===== src/rtl/pwc_pkg.sv =====
// Package: shared helpers for the pulse duration capture block.
// Assumes only constant-expression use of its functions.
package pwc_pkg;

    // Register width needed to hold values 0..v-1, at least one bit.
    function automatic int width_of(input int v);
        return (v <= 2) ? 1 : $clog2(v);
    endfunction

endpackage


===== src/rtl/pwc_divider.sv =====
// Module: clock-enable divider. Raises tick once every DIV clocks.
// The phase returns to zero while clr is high, so the first tick after clr
// comes DIV edges later. DIV of 1 gives a tick on every clock.
module pwc_divider #(
    parameter int DIV = 64
) (
    input  logic clk,
    input  logic rst_n,
    input  logic clr,
    output logic tick
);
    generate
        if (DIV <= 1) begin : g_pass
            logic unused_div;
            assign unused_div = clk ^ rst_n ^ clr;
            assign tick = 1'b1;
        end else begin : g_cnt
            localparam int PW = pwc_pkg::width_of(DIV);
            localparam logic [PW-1:0] PHASE_LAST = PW'(DIV - 1);
            logic [PW-1:0] phase;

            assign tick = (phase == PHASE_LAST);

            // Phase counter: cleared by reset or clr, wraps on each tick.
            always_ff @(posedge clk) begin
                if (!rst_n || clr) begin
                    phase <= '0;
                end else begin
                    phase <= tick ? '0 : phase + 1'b1;
                end
            end
        end
    endgenerate
endmodule


===== src/rtl/pwc_sync.sv =====
// Module: two-flop synchronizer for the asynchronous receive input.
// Assumes the input is a slow level signal. The output lags by two edges.
module pwc_sync (
    input  logic clk,
    input  logic rst_n,
    input  logic din,
    output logic dout
);
    logic [1:0] stages;

    // Shift the raw input through two flops.
    always_ff @(posedge clk) begin
        if (!rst_n) begin
            stages <= 2'b00;
        end else begin
            stages <= {stages[0], din};
        end
    end

    assign dout = stages[1];
endmodule


===== src/rtl/pwc_glitch_filter.sv =====
// Module: sampled majority-free glitch filter for the rising-edge path.
// Takes a sample every FILT_DIV clocks. The filtered level changes only after
// FILT_LEN consecutive samples of the opposite value. Held at 0 while not running.
module pwc_glitch_filter #(
    parameter int FILT_DIV = 32,
    parameter int FILT_LEN = 8
) (
    input  logic clk,
    input  logic rst_n,
    input  logic run,
    input  logic din,
    output logic lvl
);
    localparam int CW = pwc_pkg::width_of(FILT_LEN);
    localparam logic [CW-1:0] RUN_LAST = CW'(FILT_LEN - 1);

    logic          samp;
    logic [CW-1:0] run_len;

    pwc_divider #(.DIV(FILT_DIV)) samp_div_i (
        .clk  (clk),
        .rst_n(rst_n),
        .clr  (!run),
        .tick (samp)
    );

    // Count matching samples of the opposite level and flip once enough are seen.
    always_ff @(posedge clk) begin
        if (!rst_n || !run) begin
            lvl     <= 1'b0;
            run_len <= '0;
        end else if (samp) begin
            if (din != lvl) begin
                if (run_len == RUN_LAST) begin
                    lvl     <= din;
                    run_len <= '0;
                end else begin
                    run_len <= run_len + 1'b1;
                end
            end else begin
                run_len <= '0;
            end
        end
    end
endmodule


===== src/rtl/pwc_tick_counter.sv =====
// Module: prescaled tick counter with restart and wrap.
// cap_val is the value the count takes at this edge, including a tick that
// happens now. That makes a capture equal to the ticks elapsed through this edge.
// Held at zero while not running. restart clears both count and tick phase.
module pwc_tick_counter #(
    parameter int          CNT_W    = 31,
    parameter longint unsigned CNT_MAX = 64'h7FFF_FFFE,
    parameter int          TICK_DIV = 64
) (
    input  logic             clk,
    input  logic             rst_n,
    input  logic             run,
    input  logic             restart,
    output logic [CNT_W-1:0] cap_val
);
    localparam logic [CNT_W-1:0] CNT_LAST = CNT_W'(CNT_MAX);

    logic             tick;
    logic [CNT_W-1:0] count;

    pwc_divider #(.DIV(TICK_DIV)) tick_div_i (
        .clk  (clk),
        .rst_n(rst_n),
        .clr  (!run || restart),
        .tick (tick)
    );

    // Next count value: advance on a tick, wrap after the last value.
    always_comb begin
        if (tick) begin
            cap_val = (count == CNT_LAST) ? '0 : count + 1'b1;
        end else begin
            cap_val = count;
        end
    end

    // Count register: cleared when idle or on restart, otherwise advances.
    always_ff @(posedge clk) begin
        if (!rst_n || !run || restart) begin
            count <= '0;
        end else begin
            count <= cap_val;
        end
    end
endmodule


===== src/rtl/pulse_width_capture.sv =====
// Module: top of the pulse duration capture block.
// Falling events come from the synchronized signal. Rising events come from
// the glitch filter. One counter, restarted by rising events, gives both
// durations. The low duration is rise capture minus stored fall capture.
// Assumes sig_in is asynchronous and en is synchronous to clk.
module pulse_width_capture #(
    parameter int              CNT_W    = 31,
    parameter longint unsigned CNT_MAX  = 64'h7FFF_FFFE,
    parameter int              TICK_DIV = 64,
    parameter int              FILT_DIV = 32,
    parameter int              FILT_LEN = 8
) (
    input  logic             clk,
    input  logic             rst_n,
    input  logic             en,
    input  logic             sig_in,
    output logic             out_valid,
    output logic             out_level,
    output logic [CNT_W-1:0] out_dur,
    output logic             mirror
);
    logic             sig_s;
    logic             sig_q;
    logic             filt_lvl;
    logic             filt_q;
    logic             fall_ev;
    logic             rise_ev;
    logic             tie_pend;
    logic [CNT_W-1:0] cap_now;
    logic [CNT_W-1:0] fall_cap;

    pwc_sync sync_i (
        .clk  (clk),
        .rst_n(rst_n),
        .din  (sig_in),
        .dout (sig_s)
    );

    pwc_glitch_filter #(.FILT_DIV(FILT_DIV), .FILT_LEN(FILT_LEN)) filt_i (
        .clk  (clk),
        .rst_n(rst_n),
        .run  (en),
        .din  (sig_s),
        .lvl  (filt_lvl)
    );

    pwc_tick_counter #(.CNT_W(CNT_W), .CNT_MAX(CNT_MAX), .TICK_DIV(TICK_DIV)) cnt_i (
        .clk    (clk),
        .rst_n  (rst_n),
        .run    (en),
        .restart(rise_ev),
        .cap_val(cap_now)
    );

    // Delayed copies for edge detection on both paths.
    always_ff @(posedge clk) begin
        if (!rst_n) begin
            sig_q  <= 1'b0;
            filt_q <= 1'b0;
        end else begin
            sig_q  <= sig_s;
            filt_q <= en ? filt_lvl : 1'b0;
        end
    end

    assign fall_ev = en && sig_q && !sig_s;
    assign rise_ev = en && filt_lvl && !filt_q;

    // Report sequencing: fall first, a tied rise waits one cycle.
    always_ff @(posedge clk) begin
        if (!rst_n || !en) begin
            out_valid <= 1'b0;
            out_level <= 1'b0;
            out_dur   <= '0;
            mirror    <= 1'b0;
            fall_cap  <= '0;
            tie_pend  <= 1'b0;
        end else begin
            out_valid <= fall_ev || tie_pend || rise_ev;
            if (fall_ev) begin
                out_level <= 1'b1;
                out_dur   <= cap_now;
                fall_cap  <= cap_now;
                mirror    <= rise_ev;
                tie_pend  <= rise_ev;
            end else if (tie_pend) begin
                out_level <= 1'b0;
                out_dur   <= '0;
                tie_pend  <= 1'b0;
            end else if (rise_ev) begin
                out_level <= 1'b0;
                out_dur   <= cap_now - fall_cap;
                mirror    <= 1'b1;
            end
        end
    end
endmodule


===== config.mk =====
export PLATFORM = sky130hd
export DESIGN_NAME = pulse_width_capture
export DESIGN_NICKNAME = d
export VERILOG_FILES = /design/src/rtl/pwc_pkg.sv /design/src/rtl/pwc_divider.sv /design/src/rtl/pwc_sync.sv /design/src/rtl/pwc_glitch_filter.sv /design/src/rtl/pwc_tick_counter.sv /design/src/rtl/pulse_width_capture.sv
export SDC_FILE = /design/constraint.sdc
export NUM_CORES = 1
export LEC_CHECK = 0
export BUFFER_PORTS_ARGS = -buffer_cell sky130_fd_sc_hd__buf_2
export CORE_MARGIN = 2
export CORE_UTILIZATION = 35
export DETAILED_ROUTE_END_ITERATION = 12
export PLACE_DENSITY_LB_ADDON = 0.1
export SLEW_MARGIN = 20
export SYNTH_ARGS = -nofsm -noshare
export SYNTH_HDL_FRONTEND = slang
export SYNTH_HIERARCHICAL = 1
export SYNTH_SLANG_ARGS = --single-unit

===== constraint.sdc =====
create_clock -name clk -period 4.8 [get_ports clk]
set_input_delay 0.24 -clock clk [delete_from_list [all_inputs] [get_ports clk]]
set_output_delay 0.24 -clock clk [all_outputs]
set_load 0.03 [all_outputs]

==> results.py, run 1 <==
metrics = {
    "outcome": {
        "result_of_the_run": "completed",
    },
    "timing": {
        "post-route-period-util_pct": 88.94,
        "worst_slew_pin_slew_ns": 0.7234,
        "final_setup_viols": 0,
        "final_hold_viol_count": 0,
        "final_max_slew_viol_count": 0,
        "rsz0062_at_grt": "no",
        "timing.slew.headroom_pct": 51.78,
        "post_route_setup_tns_ns": 0,
        "finalClockSkew_ns": 0.008432,
        "maxClockFrequency_mhz": 234.2,
        "final.min_clock_period_ns": 4.269,
    },
    "floorplan": {
        "die-width_um": 143.3,
        "core-area_um2": 18890,
        "die_height_um": 143.3,
        "effective_utilization_at_floorplan_pct": 35.92,
        "fp.dieArea_um2": 20520,
        "floorplan.rows": 50,
        "boundaryPins": 38,
    },
    "logic_synthesis": {
        "synthXorXnorAreaFrac_pct": 7.743,
        "post_synth_and_or_nand_nor_area_fraction_pct": 24.04,
        "netlist_instances": 857,
        "syn_area_per_cell_um2": 7.919,
        "syn-cell-area_um2": 6787,
        "synth_seq_cells": 116,
        "dominant_combinational_cell_family_by_area_after_synthesis": "simple AND/OR/NAND/NOR gates",
        "synth_sequential_area_ratio_pct": 34.22,
        "post_syn_nets": 900,
        "async_flop_share_pct": 0,
        "synth_compound_area_share_pct": 20.74,
        "netlist-cell-type-count": 70,
        "ys.flop_type": "sky130_fd_sc_hd__dfxtp_1",
        "synthMuxAreaShare_pct": 0.1659,
        "synth_fa_ha_area_share_pct": 7.301,
        "post_synth_edffs": 0,
        "synthesis.yosys.warnings": 6,
    },
    "setup_path": {
        "critical_path.endpoint_type": "flip-flop",
        "r2r_slack_ns": 0.53,
        "crit_buf_inv": 0,
        "timing.rr.start": "cnt_i/count[2]",
        "maximum_fanout_along_the_worst_path": 12,
        "category_of_the_most_critical_setup_path": "flip-flop to flip-flop",
        "data_required_time_of_the_critical_path_ns": 5.11,
        "cp_slowest_stage_delay_ns": 0.52,
        "crit_family": "compound AO/OA/AOI/OAI gates",
        "crit_path_start_kind": "flip-flop",
        "reg_to_reg_critical_path_endpoint": "out_dur[30]",
        "worst-endpoint-arrival_ns": 4.58,
        "crit_path_cell_trace": "nand3_4, or3_4, nor4_4, and2_1, nor2_1, ha_1, a21oi_1, o211ai_1, a21bo_1, a311oi_1, o22ai_1, a31o_1, a221o_1, a211o_1",
        "timing.reg2reg.worst_path_depth": 14,
        "critical-path-slowest-cell": "sky130_fd_sc_hd__dfxtp_1",
        "setup.worst_path.start": "cnt_i/count[2]",
        "critical_path_depth": 14,
        "worstSetupEndpoint": "out_dur[30]",
    },
    "route": {
        "first_pass_iters": 4,
        "drc": 0,
        "vias": 5874,
        "ant_nets": 0,
        "detail_route.wirelength_um": 18210,
        "wl_per_cell_um": 15.75,
        "viasPerCell": 5.081,
        "drtIter0Drc": 353,
    },
    "layout": {
        "drive_above_1_share_pct": 11.94,
        "layout.cells.most_common": "sky130_fd_sc_hd__dfxtp_1",
        "num_antenna_cells": 0,
        "finish.net_count": 926,
        "final_cell_mix": "116 x sky130_fd_sc_hd__dfxtp_1, 107 x sky130_fd_sc_hd__nand2_1, 88 x sky130_fd_sc_hd__nor2_1",
        "synthToLayoutAreaGrowth_pct": 14.09,
        "multi_input_area_um2": 4074,
        "layout.area.seq_um2": 2322,
        "layout.filler_cells": 2016,
    },
    "global_routing": {
        "grt_pass1_wl_um": 29880,
        "grtUsageTotal_pct": 18.86,
        "grt_overflow": 0,
        "gr-usage-met2_pct": 31.10,
        "initial_antenna_violation_count": 0,
        "grt_max_degree": 53,
        "grt_pass1_vias": 5699,
        "met1_usage_pct": 24.77,
        "global_route.usage.met3_pct": 3.353,
        "gr-max-usage-layer": "met2",
    },
    "clock_network": {
        "clk-insertion-delay-late_ns": 0.42,
        "root_buffer": "sky130_fd_sc_hd__clkbuf_16",
        "clk_transition_reported_paths_ns": 0.06,
        "postCtsSetupRepairBufs": 0,
        "hold_buffers": 1,
        "cts_buffer_depth": 2,
        "htreeDepth": 4,
        "cts_inserted_buffers": 17,
        "clock-sinks": 116,
        "tritoncts": "yes",
        "ctsResizeCount": 0,
    },
    "power_and_ir_drop": {
        "pwr_cell_area_nw_per_um2": 294.0,
        "leakagePower_nw": 3.157,
        "ir_worst_vdd_mv": 0.2428,
        "report.power.total_mw": 2.276,
    },
    "hold_path": {
        "worst_hold_path_type": "input port to flip-flop",
    },
    "place": {
        "i_o_buffers": 37,
        "post-dp-hpwl_um": 13210,
        "routabilityCongestion": 0.8352,
    },
    "run": {
        "maxCapViolCount": 0,
    },
}
## stage by stage
stage	hold slack [ns]	utilization, %	cell area, um^2	setup slack [ns]	std cells
after floorplan	0.3617	-	6787	0.8678	857
after global placement	0.4133	37.85	7151	0.5855	1123
after detailed placement	0.4189	37.85	7151	0.5366	1123
after CTS	0.1716	40.98	7742	0.5180	1156
after global routing	0.1870	40.98	7742	0.1641	1156
final	0.1857	40.98	7742	0.5309	1156
## cell usage after synthesis, types with 2 or more instances
library cell               number  area share [%]
sky130_fd_sc_hd__o31ai_1        2            0.22
sky130_fd_sc_hd__buf_2          2            0.15
sky130_fd_sc_hd__nor2_1        88             4.9
sky130_fd_sc_hd__and2_1        13             1.2
sky130_fd_sc_hd__buf_6          7             1.2
sky130_fd_sc_hd__a21boi_0      12             1.3
sky130_fd_sc_hd__nand3_1       32             2.4
sky130_fd_sc_hd__dfxtp_1      116              34
sky130_fd_sc_hd__xnor2_1       25             3.2
sky130_fd_sc_hd__or3_4          2            0.33
sky130_fd_sc_hd__o21bai_1       5            0.55
sky130_fd_sc_hd__o211ai_1       6            0.66
sky130_fd_sc_hd__inv_1         39             2.2
sky130_fd_sc_hd__nand2_1      108             6.0
sky130_fd_sc_hd__nand3b_1       2            0.22
sky130_fd_sc_hd__xor2_1        35             4.5
sky130_fd_sc_hd__nand4b_1       2            0.26
sky130_fd_sc_hd__o21a_1         3            0.33
sky130_fd_sc_hd__a21oi_1       77             5.7
sky130_fd_sc_hd__nor2b_1        8            0.74
sky130_fd_sc_hd__o21ai_0       39             2.9
sky130_fd_sc_hd__nor3_1         7            0.52
sky130_fd_sc_hd__a311oi_1       4            0.52
sky130_fd_sc_hd__o21ai_1        5            0.37
sky130_fd_sc_hd__nand4_1       17             1.6
sky130_fd_sc_hd__and4_1         2            0.26
sky130_fd_sc_hd__ha_1          38             7.0
sky130_fd_sc_hd__a211o_1        3            0.39
sky130_fd_sc_hd__a221o_1        2            0.29
sky130_fd_sc_hd__buf_8          2            0.44
sky130_fd_sc_hd__and4_2         2            0.29
sky130_fd_sc_hd__a31oi_1       14             1.3
sky130_fd_sc_hd__clkbuf_1      32             1.8
sky130_fd_sc_hd__and3_1        16             1.5
sky130_fd_sc_hd__a21o_1        22             2.4
sky130_fd_sc_hd__or3_1          2            0.18
sky130_fd_sc_hd__a21o_2         3            0.39
sky130_fd_sc_hd__o22ai_1       10            0.92
sky130_fd_sc_hd__a211oi_1       2            0.22
sky130_fd_sc_hd__nor4_1         6            0.55
sky130_fd_sc_hd__or2_2          4            0.37
sky130_fd_sc_hd__a21oi_2        2            0.26
sky130_fd_sc_hd__nand2b_1      12             1.1
## state kept, by name, summed over array words and instances, names as in the netlist, 2 cells and up
| register | cells |
|---|---|
| cnt_i/count | 31 |
| filt_i/samp_div_i/g_cnt.phase | 5 |
| filt_i/run_len | 3 |
| out_dur | 31 |
| sync_i/stages | 2 |
| cnt_i/tick_div_i/g_cnt.phase | 6 |
| fall_cap | 31 |
## logic make-up after synthesis
group	Yosys count
buf+inv	83
compound gates	224
mux	1
xor+xnor	60
fa+ha+maj	39
flops	116
simple gates	334
## power breakdown
group          total (mW)  switching [mW]  internal, mW
logic              0.0442          0.0337        0.0105
clock network        1.26           0.494         0.768
registers           0.969         0.00246         0.967
total                2.28           0.531          1.75
## cell type report
type | instances | area share [%]
clock buffer | 18 | 5.543
clock inverter | 14 | 1.972
multi-input combinational | 658 | 52.62
tap | 260 | 4.202
timing repair buffer | 51 | 3.782
sequential | 116 | 29.99
inverter | 39 | 1.891
## worst min path at each step
stage	startpoint	depth (start not counted)	slack, ns	end
final	rst_n	2	0.19	sync_i/stages[1]
after global routing	rst_n	2	0.19	sync_i/stages[1]
after CTS	rst_n	2	0.17	sig_q
after detailed placement	sync_i/stages[0]	1	0.42	sync_i/stages[1]
after global placement	sync_i/stages[0]	1	0.41	sync_i/stages[1]
after floorplan	rst_n	1	0.36	sig_q
## metal layers
layer | vias to the layer above | wire (um)
li1 | 3047 | -
met4 | 0 | 291
met5 | - | 0
met2 | 91 | 8471
met1 | 2719 | 8852
met3 | 17 | 594
Power figures use the tool's default switching activity.
==> run 2: changes to the inputs <==
--- a/config.mk
+++ b/config.mk
@@ -5,6 +5,7 @@
 export SDC_FILE = /design/constraint.sdc
 export NUM_CORES = 1
 export LEC_CHECK = 0
+export ABC_AREA = 1
 export BUFFER_PORTS_ARGS = -buffer_cell sky130_fd_sc_hd__buf_2
 export CORE_MARGIN = 2
 export CORE_UTILIZATION = 35
==> run 2 against run 1 <==
The run now ends with hold timing left. Maximum frequency up 6.9%. Synthesized cell count rose by 49%. Hold slack worse by 0.19 ns. Sequential power hardly changed. Setup slack better by 0.27 ns. Sequential share of layout area is 3.9 points lower. First-iteration DRC count up 41%. Global-route usage up 1.7 points. Critical path type unchanged. Largest cell class unchanged.
==> results.py, run 2 <==
metrics = {
    "timing": {
        "final.min_clock_period_ns": 3.995,
        "timing.slew.headroom_pct": 51.55,
        "final_hold_viol_count": 1,
        "maxClockFrequency_mhz": 250.3,
        "setup_ws_ns": 0.8047,
        "finalClockSkew_ns": 0.01146,
        "worst_slew_pin_slew_ns": 0.7241,
        "final_setup_viols": 0,
        "rsz0062_at_grt": "no",
        "whs_ns": -0.003440,
        "post-route-period-util_pct": 83.24,
        "final_max_slew_viol_count": 0,
        "post_route_setup_tns_ns": 0,
    },
    "layout": {
        "stdcell_count": 1602,
        "layout.cells.most_common": "sky130_fd_sc_hd__nand2_1",
        "finish.net_count": 1352,
        "reg_top3": "cnt_i/count x31, fall_cap x31, out_dur x31",
        "synthToLayoutAreaGrowth_pct": 12.99,
        "drive_above_1_share_pct": 11.35,
        "final_cell_mix": "405 x sky130_fd_sc_hd__nand2_1, 211 x sky130_fd_sc_hd__inv_1, 131 x sky130_fd_sc_hd__nor2_1",
        "num_antenna_cells": 0,
    },
    "setup_path": {
        "worst-endpoint-arrival_ns": 4.36,
        "critical-path-slowest-cell": "sky130_fd_sc_hd__nor2_1",
        "critical_path.endpoint_type": "flip-flop",
        "crit_family": "simple AND/OR/NAND/NOR gates",
        "cp_slowest_stage_delay_ns": 0.58,
        "crit_path_start_kind": "flip-flop",
        "crit_buf_inv": 0,
        "crit_path_cell_trace": "ha_1, nand3_2, nor2_1, nand2_2, nor2_8, nand2_4, nor2_4, nand2_1, nand2_1, nand2_1, nor2_1, ha_1, nand2_1, nor2_1, nand2_1, nor2_1, nand2_1, nand4_1, nand3_1, a21oi_1",
        "category_of_the_most_critical_setup_path": "flip-flop to flip-flop",
        "maximum_fanout_along_the_worst_path": 8,
        "data_required_time_of_the_critical_path_ns": 5.17,
        "crit_path_frequent_cell": "sky130_fd_sc_hd__nand2_1",
    },
    "logic_synthesis": {
        "synth_top_area_share_pct": 29.47,
        "syn-cell-area_um2": 7880,
        "dominant_combinational_cell_family_by_area_after_synthesis": "simple AND/OR/NAND/NOR gates",
        "async_flop_share_pct": 0,
        "netlist_instances": 1276,
        "post_synth_and_or_nand_nor_area_fraction_pct": 39.01,
        "synth_compound_area_share_pct": 9.416,
        "synthMuxAreaShare_pct": 0,
        "post-synth-top-count-cell": "sky130_fd_sc_hd__nand2_1",
        "synth_top_cells_by_count": "405 x sky130_fd_sc_hd__nand2_1, 211 x sky130_fd_sc_hd__inv_1, 131 x sky130_fd_sc_hd__nor2_1",
        "syn_area_per_cell_um2": 6.176,
        "synth.largest_area_cell": "sky130_fd_sc_hd__dfxtp_1",
        "synthesis.yosys.warnings": 6,
        "synth_sequential_area_ratio_pct": 29.47,
        "ys.flop_type": "sky130_fd_sc_hd__dfxtp_1",
        "synth_top_cells_by_area": "sky130_fd_sc_hd__dfxtp_1 29%, sky130_fd_sc_hd__nand2_1 19%, sky130_fd_sc_hd__inv_1 10%, sky130_fd_sc_hd__nor2_1 6.2%, sky130_fd_sc_hd__ha_1 6.0%",
        "post_syn_nets": 1319,
        "synthXorXnorAreaFrac_pct": 2.668,
        "synth_seq_cells": 116,
        "post_synth_edffs": 0,
        "netlist-cell-type-count": 42,
        "synth_fa_ha_area_share_pct": 6.288,
    },
    "route": {
        "drc": 0,
        "wl_per_cell_um": 14.69,
        "vias": 7548,
        "drtIter0Drc": 498,
        "detail_route.wirelength_um": 23530,
        "ant_nets": 0,
        "first_pass_iters": 5,
        "viasPerCell": 4.712,
    },
    "clock_network": {
        "root_buffer": "sky130_fd_sc_hd__clkbuf_16",
        "cts_inserted_buffers": 17,
        "postCtsSetupRepairBufs": 0,
        "clk_transition_reported_paths_ns": 0.06,
        "ctsResizeCount": 0,
        "clk-insertion-delay-late_ns": 0.44,
        "clock-sinks": 116,
        "tritoncts": "yes",
        "cts_buffer_depth": 2,
        "htreeDepth": 4,
        "hold_buffers": 0,
    },
    "place": {
        "i_o_buffers": 37,
        "routabilityCongestion": 0.8901,
        "detailedPlace.worstSlack_ns": 0.8892,
        "post-dp-hpwl_um": 17610,
        "post-place-cells": 1570,
    },
    "run": {
        "maxCapViolCount": 0,
    },
    "hold_path": {
        "worst_hold_path_type": "input port to flip-flop",
    },
    "global_routing": {
        "grt_pass1_vias": 7127,
        "initial_antenna_violation_count": 0,
        "grt_overflow": 0,
        "grtUsageTotal_pct": 20.58,
        "grt_pass1_wl_um": 38380,
        "grt_max_degree": 62,
    },
    "floorplan": {
        "die-width_um": 154.1,
        "boundaryPins": 38,
        "core-area_um2": 21960,
        "effective_utilization_at_floorplan_pct": 35.89,
        "fp.dieArea_um2": 23730,
        "floorplan.rows": 54,
        "die_height_um": 154.1,
    },
    "power_and_ir_drop": {
        "power_switching_mw": 0.5551,
        "report.power.total_mw": 2.379,
        "pwr_cell_area_nw_per_um2": 267.2,
        "combPwrFrac_pct": 2.1,
        "ir_worst_vdd_mv": 0.2217,
        "sequential_share_of_power_pct": 40.8,
        "switching_share_pct": 23.33,
        "internal_power_mw": 1.824,
        "leakagePower_nw": 4.438,
        "clock_power_share_pct": 57.1,
    },
    "outcome": {
        "violations_in_the_final_reports": "hold timing",
        "result_of_the_run": "complete, but fails checks",
    },
}
run 2: cell count changes after synthesis, moves of 16 or more:
| cell | previous run | this run |
|---|---|---|
| sky130_fd_sc_hd__a21o_1 | 22 | 1 |
| sky130_fd_sc_hd__and3_1 | 16 | 0 |
| sky130_fd_sc_hd__clkbuf_1 | 32 | 13 |
| sky130_fd_sc_hd__inv_1 | 39 | 211 |
| sky130_fd_sc_hd__inv_2 | 0 | 22 |
| sky130_fd_sc_hd__nand2_1 | 108 | 405 |
| sky130_fd_sc_hd__nand3_1 | 32 | 82 |
| sky130_fd_sc_hd__nor2_1 | 88 | 131 |
| sky130_fd_sc_hd__o21ai_0 | 39 | 7 |
| sky130_fd_sc_hd__o21ai_1 | 5 | 32 |
| sky130_fd_sc_hd__xnor2_1 | 25 | 7 |
| sky130_fd_sc_hd__xor2_1 | 35 | 17 |
run 2: layout make-up:
class                           count  area [um^2]
Clock buffer                       21        460.4
Clock inverter                     11        151.4
Fill cell                        2372        13060
Inverter                          237        897.1
Multi-Input combinational cell    898         4522
Sequential cell                   116         2322
Tap cell                          280        350.3
Timing Repair Buffer               39        200.2
run 2: logic make-up after synthesis:
logic type	count (synthesis)
AND/OR/NAND/NOR	696
buffers and inverters	262
AO/OA/AOI/OAI	139
flip-flops	116
adder cells (fa/ha/maj)	39
XOR/XNOR	24
run 2: power groups by stage:
stage,Combinational [mW],Clock [mW],Sequential (mW)
after detailed placement,0.0516,0,0.992
after floorplan,0.0301,0,0.996
after CTS,0.0517,1.38,0.971
after global placement,0.0515,0,0.992
final,0.0507,1.36,0.971
after global routing,0.0563,1.42,0.971
run 2: worst paths after layout:
| check | startpoint | to | slack, ns | depth (start not counted) |
|---|---|---|---|---|
| max | cnt_i/tick_div_i/g_cnt.phase[0] | out_dur[26] | 0.80 | 20 |
| max reg2reg | cnt_i/tick_div_i/g_cnt.phase[0] | out_dur[26] | 0.80 | 20 |
| min | sig_in | sync_i/stages[0] | -0.003 | 3 |
| min reg2reg | sync_i/stages[0] | sync_i/stages[1] | 0.41 | 2 |
run 2: routing by layer:
metal | routed length, um | track usage (%)
met1 | 12000 | 28.67
met2 | 10160 | 33.06
met3 | 913 | 2.649
met4 | 451 | 6.542
met5 | 0 | 0
run 2: worst register-to-register path, delay by kind of cell, from the launching register on:
| kind | cells | cell delay (ns) |
|---|---|---|
| AND/OR/NAND/NOR | 17 | 2.91 |
| AO/OA/AOI/OAI | 1 | 0.15 |
| adder cells (fa/ha/maj) | 2 | 0.50 |
| flip-flops | 1 | 0.37 |
run 2: stage by stage:
stage,instance area (um^2),util (%)
floorplan,7880,-
global route,8904,40.55
finish,8904,40.55
global placement,8292,37.76
CTS,8904,40.55
detailed placement,8292,37.76
